File: config.mk
export PLATFORM = sky130hd
export DESIGN_NAME = ide_pio_strobe_engine
export DESIGN_NICKNAME = d
export VERILOG_FILES = /design/src/rtl/ide_pio_pkg.sv /design/src/rtl/ide_slave_timing_reg.sv /design/src/rtl/ide_strobe_fsm.sv /design/src/rtl/ide_pio_strobe_engine.sv
export SDC_FILE = /design/constraint.sdc
export NUM_CORES = 1
export LEC_CHECK = 0
export BUFFER_PORTS_ARGS = -buffer_cell sky130_fd_sc_hd__buf_4
export CELL_PAD_IN_SITES_DETAIL_PLACEMENT = 0
export CELL_PAD_IN_SITES_GLOBAL_PLACEMENT = 1
export CORE_MARGIN = 1.5
export CORE_UTILIZATION = 40
export DETAILED_ROUTE_END_ITERATION = 16
export PLACE_DENSITY_LB_ADDON = 0.1
export SLEW_MARGIN = 20
export SYNTH_ARGS = -nofsm -noshare
export SYNTH_HDL_FRONTEND = slang
export SYNTH_SLANG_ARGS = --single-unit
File: constraint.sdc
create_clock -name clk -period 3.5 [get_ports clk]
set_clock_uncertainty 0.1 [all_clocks]
set_input_delay 0.525 -clock clk [delete_from_list [all_inputs] [get_ports clk]]
set_output_delay 0.525 -clock clk [all_outputs]
set_load 0.01 [all_outputs]
File: src/rtl/ide_pio_pkg.sv
// Package: shared types and field decoders for the IDE PIO strobe engine.
// Assumes all timing values fit in CNT_W bits (largest is 5).
package ide_pio_pkg;

    localparam int CNT_W = 3;

    typedef enum logic [1:0] {
        ST_IDLE    = 2'd0,
        ST_STROBE  = 2'd1,
        ST_RECOVER = 2'd2
    } pio_state_e;

    typedef struct packed {
        logic [CNT_W-1:0] sample;
        logic [CNT_W-1:0] recov;
    } pio_timing_t;

    // Sample-point code to clocks; the reserved code maps to the shortest value.
    function automatic logic [CNT_W-1:0] sample_clocks(input logic [1:0] code);
        case (code)
            2'b00:   sample_clocks = CNT_W'(5);
            2'b01:   sample_clocks = CNT_W'(4);
            default: sample_clocks = CNT_W'(3);
        endcase
    endfunction

    // Recovery code to clocks: inverted encoding, 4 down to 1.
    function automatic logic [CNT_W-1:0] recov_clocks(input logic [1:0] code);
        recov_clocks = CNT_W'(3'd4 - {1'b0, code});
    endfunction

endpackage

File: src/rtl/ide_slave_timing_reg.sv
// Module: holds the 8-bit drive-1 timing register and picks the timing for
// the requested access. Assumes chan_sel and slave_en are quasi-static.
module ide_slave_timing_reg
    import ide_pio_pkg::*;
#(
    parameter int DEF_SAMPLE = 5,
    parameter int DEF_RECOV  = 4
) (
    input  logic        clk,
    input  logic        rst_n,
    input  logic        wr_en,
    input  logic [7:0]  wr_data,
    output logic [7:0]  rd_data,
    input  logic        chan_sel,
    input  logic        slave_en,
    input  logic        drive_sel,
    output pio_timing_t timing_o
);

    logic [7:0] tim_q;
    logic [3:0] nibble;
    logic       use_slave;

    // Register storage with synchronous reset to zero.
    always_ff @(posedge clk) begin
        if (!rst_n)     tim_q <= 8'h00;
        else if (wr_en) tim_q <= wr_data;
    end

    assign rd_data = tim_q;

    // Pick the channel nibble and decide between drive-1 and default timing.
    always_comb begin
        nibble    = chan_sel ? tim_q[7:4] : tim_q[3:0];
        use_slave = drive_sel & slave_en;
        if (use_slave) begin
            timing_o.sample = sample_clocks(nibble[3:2]);
            timing_o.recov  = recov_clocks(nibble[1:0]);
        end else begin
            timing_o.sample = CNT_W'(DEF_SAMPLE);
            timing_o.recov  = CNT_W'(DEF_RECOV);
        end
    end


    reg_reset_chk: assert property (@(posedge clk) $rose(rst_n) |-> tim_q == 8'h00)
        else $error("timing register not cleared by reset");


    sample_range_chk: assert property (@(posedge clk) disable iff (!rst_n)
        use_slave |-> (timing_o.sample >= CNT_W'(3) && timing_o.sample <= CNT_W'(5)))
        else $error("sample count outside 3..5");

endmodule

File: src/rtl/ide_strobe_fsm.sv
// Module: sequences one PIO strobe: assert, count to the first IORDY sample,
// extend while IORDY is low, release, then count recovery. Assumes the sample
// count is at least 1 and the recovery count is at least 1.
module ide_strobe_fsm
    import ide_pio_pkg::*;
(
    input  logic        clk,
    input  logic        rst_n,
    input  logic        req_valid,
    input  logic        req_write,
    input  pio_timing_t timing_i,
    input  logic        iordy,
    output logic        req_ready,
    output logic        ior_n,
    output logic        iow_n
);

    localparam int RUN_W = 8;

    pio_state_e       state_q;
    logic [CNT_W-1:0] cnt_q;
    logic [CNT_W-1:0] rec_q;
    logic [CNT_W-1:0] smp_q;
    logic             dir_q;
    logic             accept;

    assign req_ready = (state_q == ST_IDLE) ||
                       (state_q == ST_RECOVER && cnt_q == '0);
    assign accept    = req_valid && req_ready;

    // State, counter and captured timing update.
    always_ff @(posedge clk) begin
        if (!rst_n) begin
            state_q <= ST_IDLE;
            cnt_q   <= '0;
            rec_q   <= '0;
            smp_q   <= '0;
            dir_q   <= 1'b0;
        end else begin
            case (state_q)
                ST_STROBE: begin
                    if (cnt_q != '0) begin
                        cnt_q <= cnt_q - 1'b1;
                    end else if (iordy) begin
                        state_q <= ST_RECOVER;
                        cnt_q   <= rec_q - 1'b1;
                    end
                end
                default: begin
                    if (accept) begin
                        state_q <= ST_STROBE;
                        cnt_q   <= timing_i.sample - 1'b1;
                        smp_q   <= timing_i.sample;
                        rec_q   <= timing_i.recov;
                        dir_q   <= req_write;
                    end else if (state_q == ST_RECOVER) begin
                        if (cnt_q == '0) state_q <= ST_IDLE;
                        else             cnt_q   <= cnt_q - 1'b1;
                    end
                end
            endcase
        end
    end

    // Strobe decode from state and captured direction.
    always_comb begin
        ior_n = !(state_q == ST_STROBE && !dir_q);
        iow_n = !(state_q == ST_STROBE &&  dir_q);
    end

    // Checker counters: cycles spent in the strobe and since its release.
    logic [RUN_W-1:0] run_q;
    logic [RUN_W-1:0] gap_q;

    // Track strobe length and recovery length for the timing assertions.
    always_ff @(posedge clk) begin
        if (!rst_n) begin
            run_q <= '0;
            gap_q <= '0;
        end else begin
            if (accept)                                  run_q <= '0;
            else if (state_q == ST_STROBE && run_q != '1) run_q <= run_q + 1'b1;
            if (state_q == ST_STROBE)                    gap_q <= RUN_W'(1);
            else if (gap_q != '1)                        gap_q <= gap_q + 1'b1;
        end
    end


    sample_min_chk: assert property (@(posedge clk) disable iff (!rst_n)
        (state_q == ST_STROBE && cnt_q == '0 && iordy) |-> (run_q + 1'b1) >= RUN_W'(smp_q))
        else $error("strobe released before sample point");


    recov_gap_chk: assert property (@(posedge clk) disable iff (!rst_n)
        (state_q == ST_RECOVER && accept) |-> gap_q >= RUN_W'(rec_q))
        else $error("recovery gap too short");


    iordy_hold_chk: assert property (@(posedge clk) disable iff (!rst_n)
        (state_q == ST_STROBE && cnt_q == '0 && !iordy) |=> (!ior_n || !iow_n))
        else $error("strobe released while IORDY low");


    strobe_excl_chk: assert property (@(posedge clk) disable iff (!rst_n)
        $onehot0({!ior_n, !iow_n}))
        else $error("both strobes active");


    busy_hold_chk: assert property (@(posedge clk) disable iff (!rst_n)
        (state_q == ST_STROBE) |=> ($stable(dir_q) && $stable(rec_q) && $stable(smp_q)))
        else $error("captured transfer changed while busy");

endmodule

File: src/rtl/ide_pio_strobe_engine.sv
// Module: top of the single-channel IDE PIO strobe timing engine. Joins the
// timing register/selector to the strobe sequencer. Assumes one channel and
// that timing is captured when a request is accepted.
module ide_pio_strobe_engine
    import ide_pio_pkg::*;
#(
    parameter int DEF_SAMPLE = 5,
    parameter int DEF_RECOV  = 4
) (
    input  logic       clk,
    input  logic       rst_n,
    input  logic       cfg_wr_en,
    input  logic [7:0] cfg_wr_data,
    output logic [7:0] cfg_rd_data,
    input  logic       chan_sel,
    input  logic       slave_tim_en,
    input  logic       req_valid,
    input  logic       req_write,
    input  logic       req_drive,
    output logic       req_ready,
    input  logic       iordy,
    output logic       ior_n,
    output logic       iow_n
);

    pio_timing_t sel_timing;

    ide_slave_timing_reg #(
        .DEF_SAMPLE (DEF_SAMPLE),
        .DEF_RECOV  (DEF_RECOV)
    ) u_timing (
        .clk       (clk),
        .rst_n     (rst_n),
        .wr_en     (cfg_wr_en),
        .wr_data   (cfg_wr_data),
        .rd_data   (cfg_rd_data),
        .chan_sel  (chan_sel),
        .slave_en  (slave_tim_en),
        .drive_sel (req_drive),
        .timing_o  (sel_timing)
    );

    ide_strobe_fsm u_fsm (
        .clk       (clk),
        .rst_n     (rst_n),
        .req_valid (req_valid),
        .req_write (req_write),
        .timing_i  (sel_timing),
        .iordy     (iordy),
        .req_ready (req_ready),
        .ior_n     (ior_n),
        .iow_n     (iow_n)
    );

endmodule

---- After elaboration in Yosys (flattened, before gate mapping) ----
Cells that the tools add are included.
word-level totals
  register bits after elaboration ......... 17
  bits in latches ......................... 0
  memory bits (writable) .................. 0
  memory bits (read-only) ................. 0
  input port bits ......................... 17
  output and inout port bits .............. 11
  word-level logic and storage cells ...... 50
  memories kept ........................... 0
cells by class
  add/sub/neg operators ................... 4
  multiply operators ...................... 0
  divide/modulo/power cells ............... 0
  magnitude comparators ................... 0
  eq/ne operators ......................... 7
  shift operators ......................... 0
  mux-type cells .......................... 15
  bitwise gates (word level) .............. 2
  reductions and logical operators ........ 17
operator list
  kind                                                  count
  2-to-1 mux 3 bit                                      6
  2-to-1 mux 2 bit                                      6
  nonzero test 3 bit                                    3
  subtractor 3 x 1 -> 3 bit (second input constant)     3
  2-to-1 mux 6 bit                                      1
  != test 3 x 2 -> 1 bit (second input constant)        2
  one-hot mux 3 bit (2 select lines)                    1
  equality test 2 x 1 -> 1 bit (second input constant)  2
  logical AND 1 bit                                     4
  logical NOT 2 bit                                     2
  2-to-1 mux 4 bit                                      1
  != test 2 bit (second input constant)                 2
  AND reduction 4 bit                                   1
  logical NOT 1 bit                                     3
  logical NOT 3 bit                                     1
  AND reduction 3 bit                                   1
  subtractor 3 x 2 -> 3 bit (first input constant)      1
  equality test 2 bit (second input constant)           1
  AND reduction 2 bit                                   1
  bitwise AND 1 bit                                     1
  logical OR 1 bit                                      1
  NOT 1 bit                                             1

---- Logic depth before layout (Yosys ltp) ----
  depth in word-level cells ............... 7
  mapped depth ............................ 7
  gate-level depth less buffers ........... 6

---- Hierarchy ----
Synthesis repeated with hierarchy kept, for this count alone.
second synthesis, totals
  cells, all modules ...................... 110
  area total of the unflattened synthesis .. 1018.5 µm²
by module, submodules not included
  module                times used  cells each  area an instance (µm²)  seq. area each (µm²)
  ide_strobe_fsm        1           72          624.3                   180.2
  ide_slave_timing_reg  1           38          394.1                   160.2

---- Worst setup path after synthesis ----
Ideal clock, no wire load.
  path kind ............................... input-to-reg
  start point ............................. input chan_sel
  end point ............................... register u_fsm.cnt_q[1]
  setup time .............................. 0.091 ns
  data arrival time ....................... 1.695 ns
  required time ........................... 3.309 ns
  slack ................................... 1.615 ns
  cell stages on the path ................. 6
  buffers on the path ..................... 0
  cell sequence ........................... or3b_1 -> a21oi_1 -> ha_1 -> o21ai_0 -> nand3_1 -> a311oi_1
between the ends
  word-level cells in the longest chain between the ends .. 7
  elaborated cells on any way between the ends .. 8
  those cells by class .................... add/sub (1); eq/ne (1); mux (5); reduce/logical (1)
RTL lines
  item                                                               RTL line                     source
  start, declared                                                    ide_pio_strobe_engine.sv:15  input logic chan_sel,
  2-to-1 mux 4 bit *                                                 ide_slave_timing_reg.sv:34   nibble = chan_sel ? tim_q[7:4] : tim_q[3:0];
  equality test 2 x 1 -> 1 bit or logical NOT 2 bit (tied branches)  ide_pio_pkg.sv:20            case (code)
  one-hot mux 3 bit (2 select lines) *                               ide_pio_pkg.sv:20
  2-to-1 mux 6 bit *                                                 ide_slave_timing_reg.sv:36   if (use_slave) begin
  subtractor 3 x 1 -> 3 bit *                                        ide_strobe_fsm.sv:52         cnt_q <= timing_i.sample - 1'b1;
  2-to-1 mux 3 bit *                                                 ide_strobe_fsm.sv:50         if (accept) begin
  2-to-1 mux 3 bit *                                                 ide_strobe_fsm.sv:40         case (state_q)
  end signal, assigned                                               ide_strobe_fsm.sv:43         cnt_q <= cnt_q - 1'b1;
  end signal, assigned                                               ide_strobe_fsm.sv:46         cnt_q <= rec_q - 1'b1;
  end signal, assigned                                               ide_strobe_fsm.sv:52
  end, declared                                                      ide_strobe_fsm.sv:21         logic [CNT_W-1:0] cnt_q;
Mark *: on every way between the ends. The rest lies on a longest branch, timed or not.
A chain may end at the register's enable or synchronous reset.

---- Worst setup path after layout ----
  start point ............................. register u_fsm.state_q[1]
  end point ............................... output ior_n
between the ends
  word-level cells in the longest chain between the ends .. 3
RTL lines
  item                          RTL line                     source
  start, declared               ide_strobe_fsm.sv:20         pio_state_e state_q;
  start signal, assigned        ide_strobe_fsm.sv:34         state_q <= ST_IDLE;
  start signal, assigned        ide_strobe_fsm.sv:45         state_q <= ST_RECOVER;
  start signal, assigned        ide_strobe_fsm.sv:51         state_q <= ST_STROBE;
  equality test 2 x 1 -> 1 bit  ide_strobe_fsm.sv:67         ior_n = !(state_q == ST_STROBE && !dir_q);
  logical AND 1 bit             ide_strobe_fsm.sv:67
  logical NOT 1 bit             ide_strobe_fsm.sv:67
  end, declared                 ide_pio_strobe_engine.sv:22  output logic ior_n,
No other way between the ends.

==> metrics.md <==
| Metric | Value |
|---|---|
| Status | `finished clean` |
| Slew Viols, Final | `0` |
| Mapped Area | `1040 um2` |
| Vias in the first global route | `811` |
| Root Buffer | `clkbuf_4` |
| Global routing's busiest layer | `met2` |
| Die Ht | `54.0 um` |
| Buf/Inv on CP | `2` |
| Port buffer count | `27` |
| CP Depth | `4` |
| Avg WL per Cell | `12.7 um` |
| Met1 usage | `24.5%` |
| Cell Count, Final, Fillers Out | `180` |
| CP top delay family | `adder cells` |
| Largest area contributor in the netlist | `dfxtp_1` |
| H-Tree Depth | `1` |
| WS Path Type | `flip-flop to output port` |
| Worst Path Max Fanout | `12` |
| Met2 Track Usage GR | `25.6%` |
| DP HPWL | `1.79 mm` |
| Post-Synth XOR/XNOR Area | `0.840%` |
| Syn avg cell area | `8.54 um2` |
| Largest cells by area after synthesis | `dfxtp_1 33%, mux2i_1 12%, ha_1 11%` |
| Synth Area in Simple Gates | `22.6%` |
| Pin count of the biggest net entering global routing | `17` |
| Fin util | `52.4%` |
| RSZ-0062 raised after global routing | `no` |
| DP Cell Count | `176` |
| CP max stage cell | `ha_1` |
| Rel. slew slack | `58.9%` |
| Setup TNS | `0 ns` |
| Register area share after synthesis | `32.7%` |
| Row count | `18` |
| Clock slew at reported path FFs | `0.10 ns` |
| Top cell type's share of synthesized area | `32.7%` |
| Hold WC Path Type | `input port to flip-flop` |
| Initial DRC count | `13` |
| Period utilization | `57.1%` |
| Max_cap viols | `0` |
| Synthesized net count | `148` |
| Fin. Hold Viols | `0` |
| Drt first pass iters | `4` |
| TritonCTS Buffers | `3` |
| Worst reg-to-reg path cell count | `5` |
| DRT Wirelength | `2.29 mm` |
| Synth cell types | `34` |
| CTS tree | `yes` |
| Resized cells post-CTS | `0` |
| Final ANT Viol Nets | `0` |
| Final worst slack | `1.50 ns` |
| Layout fillers | `252` |
| CTS Hold Bufs | `0` |
| First-pass GRT wire length | `3.60 mm` |
| Met3 global-route usage | `5.00%` |
| Compound-Gate Fraction of Synth Area | `15.8%` |
| Worst path required time | `2.87 ns` |
| VDD IR-drop max | `0.433 mV` |
| Mux contribution to synthesized area | `12.6%` |
| PwrDens | `605 nW/um2` |
| WP data arrival | `1.37 ns` |
| Seq cells post-synth | `17` |
| Layout cells sized above 1 | `23.3%` |
| Area Overhead vs Synth | `24.6%` |
| Final nets | `177` |
| Initial core utilization | `42.1%` |
| Chip width | `54.0 um` |
| Total core area | `2480 um2` |
| Deepest clock path buffer count | `2` |
| Crit end category | `output port` |
| # diodes | `0` |
| WHS Path Cells | `2` |
| Clock Latency Late Sink | `0.29 ns` |
| Routability cong. | `0.787` |
| Total GRT Usage | `17.0%` |
| Slowest Stage Delay on Critical Path | `0.40 ns` |
| Max Fclk | `500 MHz` |
| Overflow after GRT | `0` |
| Final setup fails | `0` |
| I/O pin total | `28` |
| Largest family of logic cells by synthesized area | `simple AND/OR/NAND/NOR gates` |
| Adder-Cell Fraction of Synth Area | `10.8%` |
| Worst Setup Start Kind | `flip-flop` |
| Minimum clock period | `2.00 ns` |
| Drt drc | `0` |
| Vias | `937` |
| Die ar. | `2920 um2` |
| # clock sinks | `17` |
| Synth Instances | `122` |
| Crit-path cells | `inv_1 > ha_1 > nand2b_1 > buf_4` |
| Synth warn | `0` |
| Pin slew with the least headroom to its limit | `0.607 ns` |
| Post-CTS Setup Bufs | `0` |
| LEAKAGE | `0.579 nW` |
| Vias per cell | `5.21` |
| Tot Pwr | `0.000786 W` |
| Initial antenna violation count | `0` |
| Dpl ws | `1.38 ns` |
## cell families after synthesis
| logic type | count (synthesis) |
|---|---|
| xor+xnor | 1 |
| buf+inv | 13 |
| mux | 13 |
| fa+ha+maj | 9 |
| compound gates | 25 |
| flops | 17 |
| simple gates | 44 |
## worst reg2reg max path: cells and delay by family, from the launching register on
kind	cells	cell delay [ns]
AO/OA/AOI/OAI	2	0.71
AND/OR/NAND/NOR	1	0.27
buffers and inverters	1	0.07
flip-flops	1	0.37
adder cells (fa/ha/maj)	1	0.33
## routing by layer
metal | wire (um) | share of wire [%]
met1 | 1180 | 52
met2 | 996 | 44
met3 | 93 | 4.1
met4 | 13 | 0.57
met5 | 0 | 0
## sequential cells by signal, indices dropped and copies added, names as in the netlist
name,count
u_fsm.cnt_q,3
u_timing.rd_data,8
u_fsm.rec_q,3
u_fsm.dir_q,1
u_fsm.state_q,2
## metrics by stage
step	hold WS, ns	area, um2
after detailed placement	0.351	1270
after CTS	0.353	1300
after global routing	0.348	1300
final	0.357	1300
after global placement	0.341	1270
after floorplan	0.332	1040
## cell usage in the layout (no fill, tap or decap), drive strengths merged
| cell type | instances |
|---|---|
| a2111o | 1 |
| a21boi | 1 |
| a21o | 1 |
| a21oi | 10 |
| a2bb2oi | 1 |
| a311oi | 3 |
| a31oi | 1 |
| a32oi | 1 |
| and2 | 2 |
| and2b | 1 |
| and4b | 1 |
| buf | 27 |
| clkbuf | 3 |
| clkinv | 1 |
| dfxtp | 17 |
| ha | 9 |
| inv | 10 |
| mux2 | 1 |
| mux2i | 12 |
| nand2 | 9 |
| nand2b | 3 |
| nand3 | 4 |
| nand3b | 2 |
| nand4 | 1 |
| nand4b | 1 |
| nor2 | 13 |
| nor3 | 3 |
| o211a | 1 |
| o21ai | 4 |
| o311ai | 1 |
| or3 | 3 |
| or3b | 1 |
| xnor2 | 1 |
## report_power, final
group	internal (W)	leakage (nW)	switching, W	total, W
sequential	0.000227	0.140	0.0000269	0.000254
clock	0.0000425	0.0177	0.0000623	0.000105
combinational	0.000199	0.421	0.000228	0.000427
## worst paths after layout
kind | start | slack, ns | endpoint
worst max register to register | u_fsm.state_q[1]$_SDFFE_PN0P_ | 1.52 | u_fsm.cnt_q[2]$_SDFFE_PN0P_
worst min-delay path | rst_n | 0.36 | u_fsm.state_q[1]$_SDFFE_PN0P_
worst max-delay path | u_fsm.state_q[1]$_SDFFE_PN0P_ | 1.50 | ior_n
worst min register to register | u_fsm.rec_q[1]$_SDFFE_PN0P_ | 0.36 | u_fsm.rec_q[1]$_SDFFE_PN0P_
## cell usage after synthesis
cell type,count
a2111o_1,1
a21boi_1,1
a21o_1,1
a21oi_1,10
a2bb2oi_1,1
a311oi_1,3
a31oi_1,1
a32oi_1,1
and2_1,1
and2_4,1
and2b_1,1
and4b_4,1
clkbuf_1,3
dfxtp_1,17
ha_1,9
inv_1,10
mux2_2,1
mux2i_1,12
nand2_1,9
nand2b_1,3
nand3_1,4
nand3b_1,2
nand4_1,1
nand4b_1,1
nor2_1,13
nor3_1,3
o211a_1,1
o21ai_0,2
o21ai_1,2
o311ai_1,1
or3_1,2
or3_4,1
or3b_1,1
xnor2_1,1
## final cells by class
type | instances | area [um2] | area share, %
Timing Repair Buffer | 27 | 203 | 15.6
Inverter | 10 | 37.5 | 2.89
Sequential cell | 17 | 340 | 26.2
Clock inverter | 1 | 5.00 | 0.385
Tap cell | 30 | 37.5 | 2.89
Clock buffer | 3 | 22.5 | 1.73
Multi-Input combinational cell | 92 | 653 | 50.3
Note: power is estimated with default switching activity, not from simulation.
